**src/rtl/lpm_seq.sv**
```systemverilog
module lpm_seq #(
  parameter int NLINES   = 4,
  parameter int REG_WAIT = 4,
  parameter int OSC_WAIT = 6
) (
  input  logic              clk,
  input  logic              rst_n,
  input  logic              slp_req,
  input  logic              slp_wfe,
  input  logic              deep_bit,
  input  logic [NLINES-1:0] irq_lines,
  input  logic [NLINES-1:0] evt_lines,
  input  logic              ext_rst_req,
  input  logic              wdt_rst_req,
  input  logic              rtc_periodic,
  input  logic              rtc_stamp,
  input  logic              rtc_tamper,
  input  logic              rtc_alarm,
  input  logic              wkup_pin,
  input  logic              bus_en,
  input  logic              bus_we,
  input  logic [7:0]        bus_addr,
  input  logic [1:0]        bus_size,
  input  logic [31:0]       bus_wdata,
  output logic [31:0]       bus_rdata,
  output logic [1:0]        mode,
  output logic              ldo_en,
  output logic              ldo_lp,
  output logic              core_en,
  output logic              pll_en,
  output logic              rc_en,
  output logic              xtal_en,
  output logic              sysclk_on,
  output logic              sys_rst,
  output logic              pad_hiz,
  output logic              tamper_hiz,
  output logic              wkpin_hiz
);
  localparam int WMAX = (REG_WAIT > OSC_WAIT) ? REG_WAIT : OSC_WAIT;
  localparam int CW   = $clog2(WMAX + 1);

  typedef enum logic [2:0] {S_RUN, S_DEEP, S_WREG, S_WOSC, S_STBY, S_XRST} st_t;

  st_t st;
  logic [CW-1:0] cnt;
  logic lp_reg, stby_sel, wk_flag, wkup_en, pll_on, xtal_on, tamper_keep, wfe_q;
  logic [4:0] s1, s2, s3;

  wire [4:0] async_in = {wkup_pin, rtc_alarm, rtc_tamper, rtc_stamp, rtc_periodic};
  wire [4:0] rise     = s2 & ~s3;
  wire stby_wake = ext_rst_req | wdt_rst_req | (|rise[3:0]) | (rise[4] & wkup_en);
  wire deep_wake = wfe_q ? (|evt_lines) : (|irq_lines);
  wire word      = (bus_size == 2'b10);
  wire wr        = bus_en & bus_we & word;
  wire rd        = bus_en & ~bus_we & word;

  always_ff @(posedge clk or negedge rst_n) begin
    if (!rst_n) begin
      s1 <= '0;
      s2 <= '0;
      s3 <= '0;
    end else begin
      s1 <= async_in;
      s2 <= s1;
      s3 <= s2;
    end
  end

  always_ff @(posedge clk or negedge rst_n) begin
    if (!rst_n) begin
      st          <= S_RUN;
      cnt         <= '0;
      lp_reg      <= 1'b0;
      stby_sel    <= 1'b0;
      wk_flag     <= 1'b0;
      wkup_en     <= 1'b0;
      pll_on      <= 1'b0;
      xtal_on     <= 1'b0;
      tamper_keep <= 1'b1;
      wfe_q       <= 1'b0;
    end else begin
      if (wr) begin
        case (bus_addr)
          8'h00: begin
            lp_reg   <= bus_wdata[0];
            stby_sel <= bus_wdata[1];
            if (bus_wdata[2]) wk_flag <= 1'b0;
          end
          8'h04: wkup_en <= bus_wdata[8];
          8'h20: begin
            pll_on      <= bus_wdata[0];
            xtal_on     <= bus_wdata[1];
            tamper_keep <= bus_wdata[7];
          end
          default: ;
        endcase
      end
      case (st)
        S_RUN:
          if (slp_req && deep_bit) begin
            if (stby_sel) begin
              if (!wk_flag) st <= S_STBY;
            end else begin
              st      <= S_DEEP;
              wfe_q   <= slp_wfe;
              pll_on  <= 1'b0;
              xtal_on <= 1'b0;
            end
          end
        S_DEEP:
          if (deep_wake) begin
            cnt <= '0;
            st  <= lp_reg ? S_WREG : S_WOSC;
          end
        S_WREG:
          if (cnt == CW'(REG_WAIT - 1)) begin
            cnt <= '0;
            st  <= S_WOSC;
          end else begin
            cnt <= cnt + 1'b1;
          end
        S_WOSC:
          if (cnt == CW'(OSC_WAIT - 1)) begin
            cnt <= '0;
            st  <= S_RUN;
          end else begin
            cnt <= cnt + 1'b1;
          end
        S_STBY:
          if (stby_wake) begin
            st          <= S_XRST;
            wk_flag     <= 1'b1;
            lp_reg      <= 1'b0;
            stby_sel    <= 1'b0;
            wkup_en     <= 1'b0;
            pll_on      <= 1'b0;
            xtal_on     <= 1'b0;
            tamper_keep <= 1'b1;
          end
        default: st <= S_RUN;
      endcase
    end
  end

  wire in_run  = (st == S_RUN);
  wire in_deep = (st == S_DEEP);
  wire in_stby = (st == S_STBY);

  assign mode = in_run ? 2'd0 : in_deep ? 2'd1 : in_stby ? 2'd2 : 2'd3;

  assign ldo_en     = ~in_stby;
  assign core_en    = ~in_stby;
  assign ldo_lp     = in_deep & lp_reg;
  assign pll_en     = in_run & pll_on;
  assign xtal_en    = in_run & xtal_on;
  assign rc_en      = in_run | (st == S_WOSC) | (st == S_XRST);
  assign sysclk_on  = in_run;
  assign sys_rst    = (st == S_XRST);
  assign pad_hiz    = in_stby;
  assign tamper_hiz = in_stby & ~tamper_keep;
  assign wkpin_hiz  = in_stby & ~wkup_en;

  always_comb begin
    bus_rdata = '0;
    if (rd) begin
      case (bus_addr)
        8'h00:   bus_rdata = {30'd0, stby_sel, lp_reg};
        8'h04:   bus_rdata = {23'd0, wkup_en, 7'd0, wk_flag};
        8'h20:   bus_rdata = {24'd0, tamper_keep, 5'd0, xtal_on, pll_on};
        default: bus_rdata = '0;
      endcase
    end
  end
endmodule


```
**config.mk**
```make
export PLATFORM = sky130hd
export DESIGN_NAME = lpm_seq
export DESIGN_NICKNAME = d
export VERILOG_FILES = /design/src/rtl/lpm_seq.sv
export SDC_FILE = /design/constraint.sdc
export NUM_CORES = 1
export LEC_CHECK = 0
export BUFFER_PORTS_ARGS = -buffer_cell sky130_fd_sc_hd__buf_2
export CAP_MARGIN = 20
export CORE_MARGIN = 2
export CORE_UTILIZATION = 42
export DETAILED_ROUTE_END_ITERATION = 7
export PLACE_DENSITY = 0.82
export SETUP_SLACK_MARGIN = 0.1
export SLEW_MARGIN = 10
export SYNTH_ARGS = -nofsm -noshare
export SYNTH_HDL_FRONTEND = slang
export SYNTH_SLANG_ARGS = --single-unit
```
**constraint.sdc**
```tcl
create_clock -name clk -period 2.25 [get_ports clk]
set_clock_uncertainty 0.15 [all_clocks]
set_input_delay 0.3375 -clock clk [delete_from_list [all_inputs] [get_ports clk]]
set_output_delay 0.3375 -clock clk [all_outputs]
set_load 0.05 [all_outputs]
```
## After elaboration in Yosys (flattened, before gate mapping)

Cells that the tools add are included.

- Register bits after elaboration: 29
- Input bits: 64
- Output and inout bits: 45
- Word-level logic and storage cells: 114

- $add $sub $neg: 1
- Equal/unequal tests: 16
- Multiplexer cells: 52
- Bitwise logic cells: 22
- Reductions and logical operators: 10

Operators with widths:

| cell | number |
|---|---|
| $mux W1 | 34 |
| $mux W32 | 1 |
| $mux W3 | 10 |
| $pmux W9 S3 | 1 |
| $pmux W3 S5 | 1 |
| $reduce_or A4 Y1 | 3 |
| $and A1 B1 Y1 | 10 |
| $eq A3 B2 Y1 const B | 3 |
| $eq A3 B3 Y1 const B | 3 |
| $pmux W3 S3 | 1 |
| $eq A8 B3 Y1 const B | 1 |
| $eq A8 B6 Y1 const B | 1 |
| $logic_not A8 Y1 | 1 |
| $ne A2 B2 Y1 const B | 4 |
| $reduce_and A6 Y1 | 1 |
| $and A5 B5 Y5 | 1 |
| $not A1 Y1 | 5 |
| $not A5 Y5 | 1 |
| $or A1 B1 Y1 | 5 |
| $mux W2 | 2 |
| $pmux W1 S2 | 2 |
| $add A3 B1 Y3 const B | 1 |
| $eq A3 B1 Y1 const B | 1 |
| $logic_not A3 Y1 | 1 |
| other kinds (7) | 7 |

## Logic depth before layout (Yosys ltp)

Gate-level depths: netlist of run 1.

- Depth in word-level cells: 7
- Mapped depth: 7

## Least setup slack after synthesis of run 1

Ideal clock, no wire load.

- Path type: input -> output
- From: in bus_addr[3]
- To: out bus_rdata[1]
- Data arrival time: 2.363 ns
- Path slack: -0.600 ns
- Stages on the path: 3
- Cell sequence: nor4_1 -> nand3_1 -> nor4_1

- Cells in the longest elaborated chain, start to end: 3
- Elaborated cells on any way between the ends: 5
- Those cells by class: eq/ne: 2; mux: 2; reduce/logical: 1

Ends and longest elaborated chain:

| what | line | text |
|---|---|---|
| from (decl) | 22 | `input logic [7:0] bus_addr,` |
| $eq A8 B6 Y1 (tied with other cells) | 166 | `case (bus_addr)` |
| $pmux W9 S3 * | 166 |  |
| $mux W32 * | 165 | `if (rd) begin` |
| to (decl) | 25 | `output logic [31:0] bus_rdata,` |

Every way passes the cells marked *; elsewhere a longest branch is shown, timed or not.

## Worst setup path in the final report of run 1

- From: reg st[1]
- To: out ldo_lp

- Cells in the longest elaborated chain, start to end: 2

Ends and longest elaborated chain:

| what | line | text |
|---|---|---|
| from (decl) | 44 | `st_t st;` |
| from (signal assigned) | 113 | `st <= lp_reg ? S_WREG : S_WOSC;` |
| $eq A3 B1 Y1 | 146 | `wire in_deep = (st == S_DEEP);` |
| $and A1 B1 Y1 | 153 | `assign ldo_lp = in_deep & lp_reg;` |
| to (decl) | 28 | `output logic ldo_lp,` |

Every way passes these cells.

==> out/metrics.cfg, run 1 <==
[outcome]
status = completed

[sta]
finalSetupViolCount = 0
slew_viol_final = 0
fin_crit_ps = 2110
fin_setup_tns_ps = 0
post-route-period-util_pct = 93.8
clock.fmax_mhz = 474
rsz0062_at_grt = yes
maxSlewHeadroom_pct = 59.4
hold_violations = 0
tightest_slew_ps = 609

[cts]
clockRootBuffer = clkbuf_8
cts_tree = done
cts.reportedPaths.clkPinSlew_ps = 60
cts.path.max_buffers = 2
clk_latency_ps = 280
cts.sinks = 29
ctsHtreeMaxLevel = 2
cts_made_buffers = 5

[power_and_ir_drop]
swShare_pct = 40.0
p_switching_uw = 748
clkPwrFrac_pct = 24.6
seq_power_share_pct = 36.8
ir_worst_vdd_mv = 0.589
leakage_uw = 0.00102
p_comb_share_pct = 38.6
power.density_cell_area_nw_per_um2 = 926
cellInternalPower_uw = 1120
p_total_uw = 1870

[synthesis]
synth-simple-area-share_pct = 18.3
syn_area_per_cell_um2 = 9.73
yosys_warnings = 0
syn_area_um2 = 1640
postSynthCellCount = 169
post_synth_fa_ha_maj_area_fraction_pct = 3.81
synth_xor_area_share_pct = 1.07
synthArstFlopShare_pct = 100
post-synth-top-area-fraction_pct = 42.6
synth-main-ff-cell = dfrtp_1
synth_top_cell_by_area = dfrtp_1
synth_compound_area_share_pct = 8.83
synth.mux.area_fraction_pct = 7.08
synth_seq_cells = 29
yosys-top-cells-area = dfrtp_1 43%, buf_4 13%, mux2i_1 5.5%, nor2_1 4.6%, ha_1 3.8%
yosysMostFrequentCell = buf_4
synth_edf_count = 0
synth_top_family_by_area = simple AND/OR/NAND/NOR gates
synth_common_cells = 29 x buf_4, 28 x dfrtp_1, 20 x nor2_1
synth.distinct_cells = 38
synth.yosys.seq_area_share_pct = 44.2

[cells_and_area]
area_growth_pct = 23.0
design_area_um2 = 2020
layout.nets = 297
drive_gt1_share_pct = 34.9
antennaDiodeCount = 0
reg.largest.list = s1 x5, s2 x5, s3 x5

[global_routing]
antenna_found_initial = 0
use_met2_pct = 27.3
grt_pass1_wl_um = 5020
busiest_layer = met2
grt_start_max_net_pins = 30
grt_pass1_vias = 1200
use_met1_pct = 16.4
overflow = 0
track_usage_pct = 15.3
use_met3_pct = 4.39

[die]
ios = 109
die_y_um = 66.6
core_um2 = 3720
die_w_um = 66.6
initial_core_util_pct = 44.2
dieArea_um2 = 4430
rows = 22

[place]
io_buffers = 53
place_area_um2 = 1900
dp_hpwl_um = 2510
place.gp.congestion = 0.831

[worst_setup_path]
arrival_ps = 1620
critPathMaxFanout = 10
critPathLaunch = st[1]
required_ps = 1760
endpoint_kind = output port
cp-start-kind = register
critPathKind = register to output port
timing.rr.start = cnt[1]

[detailed_routing]
ant_nets = 0
vias = 1297
post_drt_wl_per_cell_um = 11.3
vias_per_cell = 4.68
drc = 0
drt_iter0_drc = 13
dr.pass1.iters = 4
wl_um = 3140

[hold_path]
hold_start = rtc_periodic
worstHoldPathType = input port to register

[job]
drv_cap = 0

-- cells by family (layout without fill, tap and decap cells) --
group                    Yosys count  count (layout)
AND/OR/NAND/NOR                   58              58
buffers and inverters             43              76
flip-flops                        29              29
AO/OA/AOI/OAI                     20              20
multiplexers                      11              11
adder cells (fa/ha/maj)            5               5
XOR/XNOR                           2               2
other                              1              28
-- metal layers --
metal  wire (um)  vias to the layer above
li1            -                      630
met1        1240                      600
met2        1580                       60
met3         273                        7
met4          54                        0
met5           0                        -
-- cell usage in the layout, fill, tap and decap left out, types with 2 or more instances in the layout --
cell type | Yosys | routed
a21oi_1 | 6 | 6
and2_1 | 2 | 2
and3_1 | 2 | 2
buf_2 | 1 | 53
buf_4 | 29 | 3
clkbuf_8 | 0 | 7
conb_1 | 1 | 28
dfrtp_1 | 28 | 27
ha_1 | 5 | 5
inv_1 | 11 | 11
mux2i_1 | 9 | 9
nand2_1 | 7 | 6
nand2b_1 | 3 | 3
nand3_1 | 3 | 3
nor2_1 | 20 | 17
nor2_2 | 0 | 3
nor2b_1 | 3 | 3
nor3_1 | 6 | 4
nor3_2 | 0 | 2
nor3b_2 | 1 | 2
nor4_1 | 4 | 2
o21ai_0 | 4 | 3
o221ai_1 | 2 | 2
o22ai_1 | 3 | 3
-- critical path: stages (launching register included) --
cell and delay (ps):
dfrtp_1 500, nand2b_1 300, nor3b_2 250, buf_2 290
-- path summary, 6_finish.rpt --
check                      slack, ps  depth (start not counted)  endpoint
hold / removal                    10                          1     s1[0]
hold reg to reg                  200                          0     s2[0]
setup / recovery                 140                          3    ldo_lp
min in group asynchronous        450                          2     s2[0]
setup reg to reg                 220                          7     st[0]
max in group asynchronous       1070                          2     st[0]
-- through the flow --
step	util [%]	worst slack, ps	hold WS (ps)	std cells
finish	54.4	139	12.2	277
global route	54.4	87.1	0.801	277
floorplan	-	-112	-108	196
detailed placement	51.1	111	185	267
global placement	51.1	136	183	267
CTS	54.1	111	6.34	276
-- power by group through the flow --
stage | registers [uW] | clock network [uW] | logic (uW)
after CTS | 685 | 474 | 724
after global placement | 686 | 0 | 693
after floorplan | 629 | 0 | 651
final | 689 | 461 | 722
after detailed placement | 689 | 0 | 723
after global routing | 700 | 511 | 790
-- layout make-up --
class	instances	area (um2)
flip-flops and latches	29	728
fillers	361	1690
clock inverters	1	5.00
multi-input cells	124	793
clock buffers	7	96.3
inverters	11	41.3
well taps	48	60.1
repair buffers	57	298
-- repair_timing --
action	4_1_cts	5_1_grt
buffers inserted	0	1
hold endpoints to repair	28	0
resized for setup	1	1
cloned	0	0
hold buffers	1	0
pin swaps	0	1
endpoints found under the setup margin	2	6
No activity file was read; power rests on OpenSTA's default activity.
==> run 2: changes to the inputs <==
ABC_AREA = 1   (was unset)
CORE_UTILIZATION = 44   (was 42)
PLACE_DENSITY = 0.83   (was 0.82)
==> out/metrics.cfg, run 2 <==
[sta]
finalSetupViolCount = 0
setup_slack_ps = 209
clock.fmax_mhz = 490
fin_setup_tns_ps = 0
post-route-period-util_pct = 90.7
hold_violations = 0
slew_viol_final = 0
fin_crit_ps = 2040
tightest_slew_ps = 604
rsz0062_at_grt = yes
maxSlewHeadroom_pct = 59.8

[synthesis]
yosysMostFrequentCell = nand2_1
yosys-top-cells-area = dfrtp_1 38%, nand2_1 12%, buf_4 12%, inv_1 7.6%, nor2_1 5.7%
yosys_warnings = 0
synth_seq_cells = 29
syn_area_um2 = 1840
postSynthCellCount = 244
synth.distinct_cells = 29
syn_area_per_cell_um2 = 7.53
synth_top_cell_by_area = dfrtp_1
post-synth-top-area-fraction_pct = 38.1
synth-main-ff-cell = dfrtp_1
synth_common_cells = 59 x nand2_1, 37 x inv_1, 29 x buf_4
synth_edf_count = 0
synthArstFlopShare_pct = 100
synth.yosys.seq_area_share_pct = 39.6

[cts]
cts_made_buffers = 5
clockRootBuffer = clkbuf_8
cts.path.max_buffers = 2
cts.sinks = 29
cts.reportedPaths.clkPinSlew_ps = 60
ctsHtreeMaxLevel = 2
clk_latency_ps = 280
cts_tree = done

[place]
io_buffers = 53
post-place-ws_ps = 285
place.gp.congestion = 0.931
dp_hpwl_um = 2930
place_area_um2 = 2070

[outcome]
status = completed

[global_routing]
grt_pass1_wl_um = 5640
grt_start_max_net_pins = 30
grt_pass1_vias = 1433
overflow = 0
track_usage_pct = 16.2
antenna_found_initial = 0

[die]
rows = 23
die_w_um = 68.6
ios = 109
initial_core_util_pct = 45.9
die_y_um = 68.6
dieArea_um2 = 4710
core_um2 = 4000

[hold_path]
worstHoldPathType = input port to register
hold_start = rtc_periodic

[detailed_routing]
drc = 0
dr.pass1.iters = 4
vias = 1569
ant_nets = 0
post_drt_wl_per_cell_um = 9.81
wl_um = 3480
vias_per_cell = 4.42
drt_iter0_drc = 50

[worst_setup_path]
cp-endpoint = tamper_hiz
timing.rr.start = cnt[0]
required_ps = 1760
r2r_cells = 8
critPathMaxFanout = 6
ff2ff_setup_slack_ps = 680
critPathLaunch = st[0]
cp-start-kind = register
endpoint_kind = output port
arrival_ps = 1550
critPathKind = register to output port
worstReg2RegEnd = st[1]

[cells_and_area]
antennaDiodeCount = 0
layout.nets = 373
design_area_um2 = 2190
reg.largest.list = s1 x5, s2 x5, s3 x5
drive_gt1_share_pct = 26.6
fin_util_pct = 54.7
layout_common_cells = 59 x nand2_1, 50 x buf_2, 37 x inv_1
area_growth_pct = 19.0
final_common_cell = nand2_1

[power_and_ir_drop]
ir_worst_vdd_mv = 0.245
leakage_uw = 0.00126
power.density_cell_area_nw_per_um2 = 914
p_total_uw = 2000

[job]
drv_cap = 0

[run 2: cell count changes after synthesis, sizes merged, moves of 4 or more]
cell   before  now
nor4        4    0
nand2       7   62
inv        11   40
nand3       3   20
mux2i       9    0
nor2       20   35
[run 2: area by class of cell]
class / instances / area (um2)
Fill cell: 395 / 1810
Multi-Input combinational cell: 173 / 856
Sequential cell: 29 / 727
Timing Repair Buffer: 55 / 290
Inverter: 40 / 158
Clock buffer: 7 / 86.3
Tap cell: 50 / 62.6
Clock inverter: 1 / 7.51
[run 2: per-layer routing]
metal	track usage (%)	wire, um	vias up
li1	-	-	810
met1	17.0	1350	687
met2	30.9	1770	65
met3	3.90	289	7
met4	6.25	70	0
met5	0	0	-
[run 2: cell families (layout without fill, tap and decap cells)]
family	count (synthesis)	after routing	synth area share [%]
simple gates	130	130	33.6
buf+inv	69	103	20.3
flops	29	29	39.6
compound gates	10	10	3.00
fa+ha+maj	5	5	3.40
other cells	1	28	0.204
[run 2: what timing repair did]
item / in CTS / in global routing
gates resized for setup: 0 / 4
endpoints found under the hold margin: 28 / 0
hold buffers: 1 / 0
buffers inserted: 0 / 1
setup endpoints to repair: 0 / 5
[run 2: worst min path at each step]
stage / to / slack, ps / depth (start not counted)
2_1_floorplan: cnt[0] / -110 / 0
3_3_place_gp: s2[2] / 180 / 0
3_5_place_dp: s2[3] / 190 / 0
4_1_cts: s1[0] / 0.5 / 1
5_1_grt: s1[2] / 0.3 / 1
6_report: s1[0] / 10 / 1
[run 2: power by group]
group / leakage [uW] / total (uW) / switching, uW / internal, uW
Combinational: 0.000864 / 894 / 643 / 251
Sequential: 0.000352 / 672 / 77.9 / 594
Clock: 0.0000445 / 431 / 184 / 248
[run 2: stage by stage]
stage	instances	hold slack [ps]
final	355	12.0
after global routing	355	0.299
after CTS	354	0.514
after detailed placement	345	186
after global placement	345	182
after floorplan	271	-108
[run 2: worst max-delay path: stages, from the launching register on]
cell and delay [ps]:
dfrtp_1 450, nor2_4 210, inv_4 80, nor2_8 110
inv_1 100, nor2_1 90, clkbuf_4 230
